**config.mk**
```make
export PLATFORM = sky130hd
export DESIGN_NAME = sprite_dma
export DESIGN_NICKNAME = d
export VERILOG_FILES = /design/src/rtl/sprite_dma_pkg.sv /design/src/rtl/sprite_dma_trig.sv /design/src/rtl/sprite_dma_seq.sv /design/src/rtl/sprite_dma.sv
export SDC_FILE = /design/constraint.sdc
export NUM_CORES = 1
export LEC_CHECK = 0
export BUFFER_PORTS_ARGS = -buffer_cell sky130_fd_sc_hd__buf_2
export CORE_UTILIZATION = 45
export DETAILED_ROUTE_END_ITERATION = 10
export PLACE_DENSITY = 0.88
export REMOVE_ABC_BUFFERS = 1
export SYNTH_ARGS = -nofsm -noshare
export SYNTH_HDL_FRONTEND = slang
export SYNTH_SLANG_ARGS = --single-unit
```
**constraint.sdc**
```tcl
create_clock -name clk -period 1.6 [get_ports clk]
set_input_delay 0.16 -clock clk [delete_from_list [all_inputs] [get_ports clk]]
set_output_delay 0.16 -clock clk [all_outputs]
set_load 0.01 [all_outputs]
```
**src/rtl/sprite_dma_pkg.sv**
```systemverilog
package sprite_dma_pkg;

    localparam int ADDR_W = 16;
    localparam int DATA_W = 8;
    localparam int PAGE_W = ADDR_W - DATA_W;

    typedef enum logic [1:0] {
        PH_IDLE  = 2'd0,
        PH_FETCH = 2'd1,
        PH_STORE = 2'd2
    } phase_t;

    typedef struct packed {
        logic              en;
        logic [ADDR_W-1:0] addr;
        logic [DATA_W-1:0] data;
    } store_beat_t;

    function automatic logic [ADDR_W-1:0] src_of(input logic [PAGE_W-1:0] page,
                                                 input logic [ADDR_W-1:0] off);
        return {page, {DATA_W{1'b0}}} + off;
    endfunction

    function automatic logic [ADDR_W-1:0] dst_of(input logic [ADDR_W-1:0] base,
                                                 input logic [ADDR_W-1:0] off);
        return base + off;
    endfunction

endpackage

```
**src/rtl/sprite_dma_trig.sv**
```systemverilog
module sprite_dma_trig
    import sprite_dma_pkg::*;
#(
    parameter logic [ADDR_W-1:0] TRIG_ADDR = 16'hFF46
) (
    input  logic              clk,
    input  logic              rst,
    input  logic              reg_wr,
    input  logic [ADDR_W-1:0] reg_addr,
    input  logic [DATA_W-1:0] reg_wdata,
    output logic              start,
    output logic [PAGE_W-1:0] page
);

    assign start = reg_wr && (reg_addr == TRIG_ADDR);

    always_ff @(posedge clk) begin
        if (rst) begin
            page <= '0;
        end else if (start) begin
            page <= reg_wdata;
        end
    end

    AST_PAGE_KEPT: assert property (@(posedge clk) disable iff (rst)
        !start |=> $stable(page));

endmodule

```
**src/rtl/sprite_dma_seq.sv**
```systemverilog
module sprite_dma_seq
    import sprite_dma_pkg::*;
#(
    parameter int LEN   = 160,
    parameter int OFF_W = $clog2(LEN)
) (
    input  logic              clk,
    input  logic              rst,
    input  logic              start,
    input  logic              rd_valid,
    input  logic [DATA_W-1:0] rd_data,
    output phase_t            phase,
    output logic [OFF_W-1:0]  offset,
    output logic [DATA_W-1:0] held,
    output logic              done
);

    localparam logic [OFF_W-1:0] LAST = OFF_W'(LEN - 1);

    always_ff @(posedge clk) begin
        if (rst) begin
            phase  <= PH_IDLE;
            offset <= '0;
            held   <= '0;
            done   <= 1'b0;
        end else begin
            done <= 1'b0;
            if (start) begin
                phase  <= PH_FETCH;
                offset <= '0;
            end else begin
                case (phase)
                    PH_FETCH: begin
                        if (rd_valid) begin
                            held  <= rd_data;
                            phase <= PH_STORE;
                        end
                    end
                    PH_STORE: begin
                        if (offset == LAST) begin
                            phase <= PH_IDLE;
                            done  <= 1'b1;
                        end else begin
                            offset <= offset + 1'b1;
                            phase  <= PH_FETCH;
                        end
                    end
                    default: phase <= PH_IDLE;
                endcase
            end
        end
    end

    AST_OFFSET_IN_RANGE: assert property (@(posedge clk) disable iff (rst)
        offset <= LAST);

    AST_DONE_ONE_CYCLE: assert property (@(posedge clk) disable iff (rst)
        done |=> !done);

    AST_DONE_AFTER_STORE: assert property (@(posedge clk) disable iff (rst)
        done |-> $past(phase == PH_STORE && offset == LAST));

endmodule

```
**src/rtl/sprite_dma.sv**
```systemverilog
module sprite_dma
    import sprite_dma_pkg::*;
#(
    parameter logic [ADDR_W-1:0] TRIG_ADDR = 16'hFF46,
    parameter logic [ADDR_W-1:0] DEST_BASE = 16'hFE00,
    parameter int                TABLE_LEN = 160
) (
    input  logic              clk,
    input  logic              rst,
    input  logic              reg_wr,
    input  logic [ADDR_W-1:0] reg_addr,
    input  logic [DATA_W-1:0] reg_wdata,
    output logic [PAGE_W-1:0] page_q,
    output logic              rd_req,
    output logic [ADDR_W-1:0] rd_addr,
    input  logic              rd_valid,
    input  logic [DATA_W-1:0] rd_data,
    output logic              wr_en,
    output logic [ADDR_W-1:0] wr_addr,
    output logic [DATA_W-1:0] wr_data,
    output logic              busy,
    output logic              done
);

    localparam int OFF_W = $clog2(TABLE_LEN);

    logic              start;
    phase_t            phase;
    logic [OFF_W-1:0]  offset;
    logic [DATA_W-1:0] held;
    store_beat_t       beat;

    sprite_dma_trig #(
        .TRIG_ADDR (TRIG_ADDR)
    ) u_trig (
        .clk       (clk),
        .rst       (rst),
        .reg_wr    (reg_wr),
        .reg_addr  (reg_addr),
        .reg_wdata (reg_wdata),
        .start     (start),
        .page      (page_q)
    );

    sprite_dma_seq #(
        .LEN   (TABLE_LEN),
        .OFF_W (OFF_W)
    ) u_seq (
        .clk      (clk),
        .rst      (rst),
        .start    (start),
        .rd_valid (rd_valid),
        .rd_data  (rd_data),
        .phase    (phase),
        .offset   (offset),
        .held     (held),
        .done     (done)
    );

    always_comb begin
        beat.en   = (phase == PH_STORE);
        beat.addr = dst_of(DEST_BASE, ADDR_W'(offset));
        beat.data = held;
    end

    assign rd_req  = (phase == PH_FETCH);
    assign rd_addr = src_of(page_q, ADDR_W'(offset));
    assign wr_en   = beat.en;
    assign wr_addr = beat.addr;
    assign wr_data = beat.data;
    assign busy    = (phase != PH_IDLE);

    AST_TRIGGER_BUSY: assert property (@(posedge clk) disable iff (rst)
        start |=> busy && rd_req && (rd_addr == {page_q, 8'h00}));

    AST_REQ_HELD: assert property (@(posedge clk) disable iff (rst)
        rd_req && !rd_valid && !start |=> rd_req && $stable(rd_addr));

    AST_STORE_AFTER_FETCH: assert property (@(posedge clk) disable iff (rst)
        wr_en |-> $past(rd_req && rd_valid && !start));

    AST_STORE_SINGLE: assert property (@(posedge clk) disable iff (rst)
        wr_en && !start |=> !wr_en);

    AST_DONE_IDLE: assert property (@(posedge clk) disable iff (rst)
        done |-> !busy && !rd_req && !wr_en);

endmodule

```
==> summary.md, run 1 <==
| Metric | Value |
|---|---|
| Final instance area | 2050 um2 |
| Final estimated routing congestion in global placement | 0.794 |
| Gate Count Post-Synth | 198 |
| Critical Path Source Type | flop |
| Required @ worst endpoint | 1.76 ns |
| Synth warnings | 0 |
| Initial Utilization | 48.6% |
| Tmin final | 1.45 ns |
| Setup repair after global routing missed its margin | no |
| Status | completed |
| Slowest library cell on the worst path | dfxtp_1 |
| Number of search-and-repair iterations in the first detailed-routing pass | 4 |
| Maximum net fanout on the critical path | 6 |
| F_max | 690 MHz |
| Worst-case hold slack | 0.136 ns |
| Number of setup buffers added after CTS | 0 |
| Via count | 1606 |
| Cell area after technology mapping | 1690 um2 |
| Number of synthesized register bits | 27 |
| Hold violation total from the final report | 0 |
| Cell types with the largest area share after synthesis | dfxtp_1, buf_4, a31oi_1 |
| Drt total wl | 3730 um |
| Total setup violations reported at the end of the flow | 0 |
| Worst skew pair latency | 0.27 ns |
| Critical path start-end classification | reg -> reg |
| Chip Height | 63.2 um |
| Die area | 4000 um2 |
| Maximum ir drop on the vdd rail | 281 uV |
| Worst hold path type | in -> reg |
| Most common library cell in the layout ignoring fill and taps | buf_2 |
| Global route overflow | 0 |
| Area of the core | 3470 um2 |
| Pre-CTS WS | 0.0564 ns |
| Count of standard-cell rows | 21 |
| Half-perimeter wire length after detailed placement | 2730 um |
| Sink count of the clock tree | 27 |
| Net total in the final layout | 301 |
| # IOs | 88 |
| Power per cell area | 563 nW/um2 |
| Total negative setup slack | 0 ns |
| Standby leakage power | 0.915 nW |
| Biggest area consumer among synthesized cells | dfxtp_1 |
| Largest net degree at the start of global routing | 28 |
| Cell chain of the critical path | inv_1 > ha_2 > inv_1 > a41oi_4 > mux2i_1 > nor2_1 |
| Post-synthesis sequential area ratio | 32.0% |
| Count of buffers from port buffering | 79 |
| Synthesized area per cell | 8.52 um2 |
| Element type at the critical path end | flop |
| Detailed Route Iter0 Violations | 110 |
| CP Buf/Inv Count | 2 |
| Wirelength per Cell | 12.2 um |
| Fin Clk Skew | 0.00148 ns |
| Area after detailed placement | 1970 um2 |
| Routed via count divided by cell count | 5.27 |
| Layout cell share with drive strength beyond 1 | 39.8% |
| Critical path data arrival time | 1.61 ns |
| Clock transition time at the flip-flop clock pins of the worst setup and hold paths | 0.10 ns |
| Initial antenna violation count | 0 |
| Number of design rule violations left after detail routing | 0 |
| Share of the clock period used by the worst path after layout | 90.6% |
| Fin worst setup slack | 0.150 ns |
| Fraction of registers with async set/reset | 0% |
| Max Root-Sink Buffers | 2 |
| Cell family contributing the most delay on the critical path | flip-flops |
| Vias in the first global route | 1436 |
| Number of buffers created by CTS | 3 |
| Most used cells in the layout excluding fill and tap cells | buf_2, dfxtp_1, a31oi_1, nand2_1, nand3_1 |
| Global Route Usage Sum | 19.1% |
| Cell seen most often among critical-path stages | inv_1 |
| Number of max-cap violations | 0 |
| CTS H-Tree Depth | 1 |
| Worst stage delay on the critical path | 0.34 ns |
| Clock root buffer master | clkbuf_8 |
| Post-synth cell types | 37 |
| First-pass GRT wire length | 6230 um |
| R2R Setup Slk | 0.15 ns |
| Fraction of synthesized cell area taken by the top area cell type | 32.0% |
| Most frequently used flop master after synthesis | dfxtp_1 |
| Die W | 63.2 um |
| Post-route antenna net violation count | 0 |
| Clock tree from TritonCTS | built |
| Number of diodes added for antenna fixing | 0 |
| Number of enable-type register cells in the synthesized netlist | 0 |
| Final max-slew violation count | 0 |
| Synth-to-Final Area Change | 21.5% |
[area by class of cell]
cell class                 instances  area (um2)
sequential                        27         541
inverter                           5        18.8
clock buffer                       3        41.3
timing repair buffer              88         463
multi-input combinational        135         921
tap                               46        57.6
clock inverter                     1        7.51
fill                             318        1420
[sequential cells by signal, indices dropped and copies added, names as in the netlist]
name,cells
u_seq.held,8
u_seq.offset,8
u_trig.page,8
u_seq.phase,2
u_seq.done,1
[repair_timing]
item,4_1_cts,5_1_grt
setup endpoints to repair,0,5
hold endpoints to repair,0,0
gates resized for setup,0,5
hold buffers,0,0
[power by group]
part	switching (mW)	internal (mW)
combinational	0.0475	0.0410
sequential	0.00000164	0.671
clock	0.217	0.176
[synthesized netlist by cell type, drive strengths merged (2+ instances only)]
master	instances
buf	33
dfxtp	27
a31oi	17
nand2	15
nand3	11
a21oi	9
nor2b	9
nand4b	8
nor2	8
o211ai	8
o21ai	8
ha	5
inv	5
xnor2	5
clkbuf	4
and4bb	3
a41oi	2
and2	2
and3	2
and4	2
conb	2
mux2i	2
nand4	2
[routing by layer]
layer,GRT usage (%),routed length [um],vias to the layer above
li1,-,-,802
met2,33.3,1780,81
met1,24.2,1660,721
met3,2.54,276,2
met4,5.68,15,0
met5,0,0,-
[cells by family after synthesis]
kind of cell	count (synthesis)	share of synthesized area [%]
simple gates	67	23.5
compound gates	48	20.1
buf+inv	42	16.4
flops	27	32.0
fa+ha+maj	5	3.71
xor+xnor	5	2.60
other cells	2	0.445
mux	2	1.19
[through the flow]
step | power [mW] | utilization, % | instances
detailed placement | 0.775 | 56.9 | 301
finish | 1.15 | 59.1 | 305
global placement | 0.774 | 56.9 | 301
global route | 1.22 | 59.1 | 305
floorplan | 0.714 | - | 167
CTS | 1.17 | 58.3 | 305
[worst paths after layout]
check,cells after the start,startpoint,to
worst max-delay path,6,u_seq.phase[0],u_seq.offset[1]
worst min register to register,2,u_trig.page[4],u_trig.page[4]
worst max register to register,6,u_seq.phase[0],u_seq.offset[1]
worst min-delay path,3,reg_wdata[6],u_trig.page[6]
[tightest hold or removal path: cells and delay by family]
kind | cells | cell delay [ns]
AO/OA/AOI/OAI | 1 | 0.06
buffers and inverters | 1 | 0.09
AND/OR/NAND/NOR | 1 | 0.05
Note: power is estimated with default switching activity, not from simulation.
==> run 2: changes to the inputs <==
--- a/config.mk
+++ b/config.mk
@@ -8,7 +8,7 @@
 export BUFFER_PORTS_ARGS = -buffer_cell sky130_fd_sc_hd__buf_2
 export CORE_UTILIZATION = 45
 export DETAILED_ROUTE_END_ITERATION = 10
-export PLACE_DENSITY = 0.88
+export PLACE_DENSITY = 0.81
 export REMOVE_ABC_BUFFERS = 1
 export SYNTH_ARGS = -nofsm -noshare
 export SYNTH_HDL_FRONTEND = slang
==> summary.md, run 2 (synthesized netlist as in run 1, its figures left out) <==
| Metric | Value |
|---|---|
| Drt total wl | 3760 um |
| Total setup violations reported at the end of the flow | 0 |
| Detailed Route Iter0 Violations | 70 |
| CTS H-Tree Depth | 1 |
| Standby leakage power | 0.922 nW |
| Post-route antenna net violation count | 0 |
| Vias in the first global route | 1426 |
| Critical path data arrival time | 1.68 ns |
| Layout cell share with drive strength beyond 1 | 40.0% |
| Number of diodes added for antenna fixing | 0 |
| Number of buffers created by CTS | 3 |
| Critical Path Source Type | flop |
| Share of the clock period used by the worst path after layout | 92.1% |
| Length in cells of the worst reg-to-reg path | 5 |
| Number of filler cells placed in the layout | 333 |
| Die W | 63.2 um |
| R2R Setup Slk | 0.13 ns |
| Hold Crit Depth | 3 |
| Post-CTS resize count | 0 |
| Worst skew pair latency | 0.28 ns |
| Critical path start-end classification | reg -> reg |
| Pre-CTS WS | 0.0808 ns |
| Largest registers | u_seq.held x8, u_seq.offset x8, u_trig.page x8 |
| Number of search-and-repair iterations in the first detailed-routing pass | 4 |
| Number of design rule violations left after detail routing | 0 |
| # IOs | 88 |
| Most used cells in the layout excluding fill and tap cells | buf_2, dfxtp_1, a31oi_1, nand2_1, nand3_1 |
| Maximum ir drop on the vdd rail | 294 uV |
| Fin Clk Skew | 0.00280 ns |
| Routed via count divided by cell count | 5.18 |
| Global route overflow | 0 |
| Half-perimeter wire length after detailed placement | 2760 um |
| Number of max-cap violations | 0 |
| Max Root-Sink Buffers | 2 |
| Overall power after layout | 1.16 mW |
| Setup repair after global routing missed its margin | no |
| Die area | 4000 um2 |
| Most common library cell in the layout ignoring fill and taps | buf_2 |
| Status | completed |
| Initial antenna violation count | 0 |
| Clock root buffer master | clkbuf_8 |
| Worst hold path type | in -> reg |
| Clock transition time at the flip-flop clock pins of the worst setup and hold paths | 0.10 ns |
| Area of the core | 3470 um2 |
| Element type at the critical path end | flop |
| Global Route Usage Sum | 19.9% |
| Count of buffers from port buffering | 79 |
| First-pass GRT wire length | 6250 um |
| Net total in the final layout | 302 |
| Largest net degree at the start of global routing | 28 |
| Number of setup buffers added after CTS | 0 |
| Count of standard-cell rows | 21 |
| Clock tree from TritonCTS | built |
| Tmin final | 1.47 ns |
| Chip Height | 63.2 um |
| Wirelength per Cell | 12.3 um |
| Hold-fix buffers, CTS | 0 |
| Final max-slew violation count | 0 |
| Power per cell area | 564 nW/um2 |
| Synth-to-Final Area Change | 21.9% |
| Maximum net fanout on the critical path | 11 |
| Sink count of the clock tree | 27 |
| F_max | 678 MHz |
| Required @ worst endpoint | 1.81 ns |
| Hold violation total from the final report | 0 |
| Fin worst setup slack | 0.126 ns |
| Via count | 1585 |
| Initial Utilization | 48.6% |
| Final estimated routing congestion in global placement | 0.785 |
| Total negative setup slack | 0 ns |
## run 2: critical path: stages, from the launching register on
cell and delay [ns]:
dfxtp_1 0.33, inv_1 0.10, ha_1 0.37, nand2b_1 0.16, or2_2 0.29, a31oi_1 0.14
## run 2: path summary, 6_finish.rpt
path | to | from
min | u_trig.page[4] | reg_wdata[4]
max | u_seq.phase[0] | u_seq.phase[1]
max reg2reg | u_seq.phase[0] | u_seq.phase[1]
min reg2reg | u_trig.page[4] | u_trig.page[4]
## run 2: final cells by class
cell class,count,area (um2),share of cell area (%)
multi-input cells,135,918,44.7
flip-flops and latches,27,542,26.4
repair buffers,89,470,22.9
well taps,46,57.6,2.80
clock buffers,3,41.3,2.01
inverters,5,18.8,0.913
clock inverters,1,7.51,0.365
## run 2: metrics by stage
step	std cells	util, %	hold slack, ns	cell area (um2)
2_1_floorplan	167	-	0.229	1450
3_3_place_gp	302	57.1	0.421	1980
3_5_place_dp	302	57.1	0.420	1980
4_1_cts	306	58.5	0.112	2030
5_1_grt	306	59.3	0.110	2060
6_report	306	59.3	0.121	2060
## run 2: layer usage
| layer | global-route usage, % | part of all wire, % | vias up |
|---|---|---|---|
| li1 | - | - | 803 |
| met1 | 23.6 | 45 | 718 |
| met2 | 32.8 | 48 | 58 |
| met3 | 4.17 | 4.8 | 6 |
| met4 | 11.6 | 2.2 | 0 |
| met5 | 0 | 0 | - |
## run 2: power breakdown
part           total (mW)  switching (mW)  internal (mW)
Clock               0.400           0.223          0.177
Combinational      0.0891          0.0474         0.0416
Sequential          0.671      0.00000167          0.671
Total                1.16           0.270          0.890
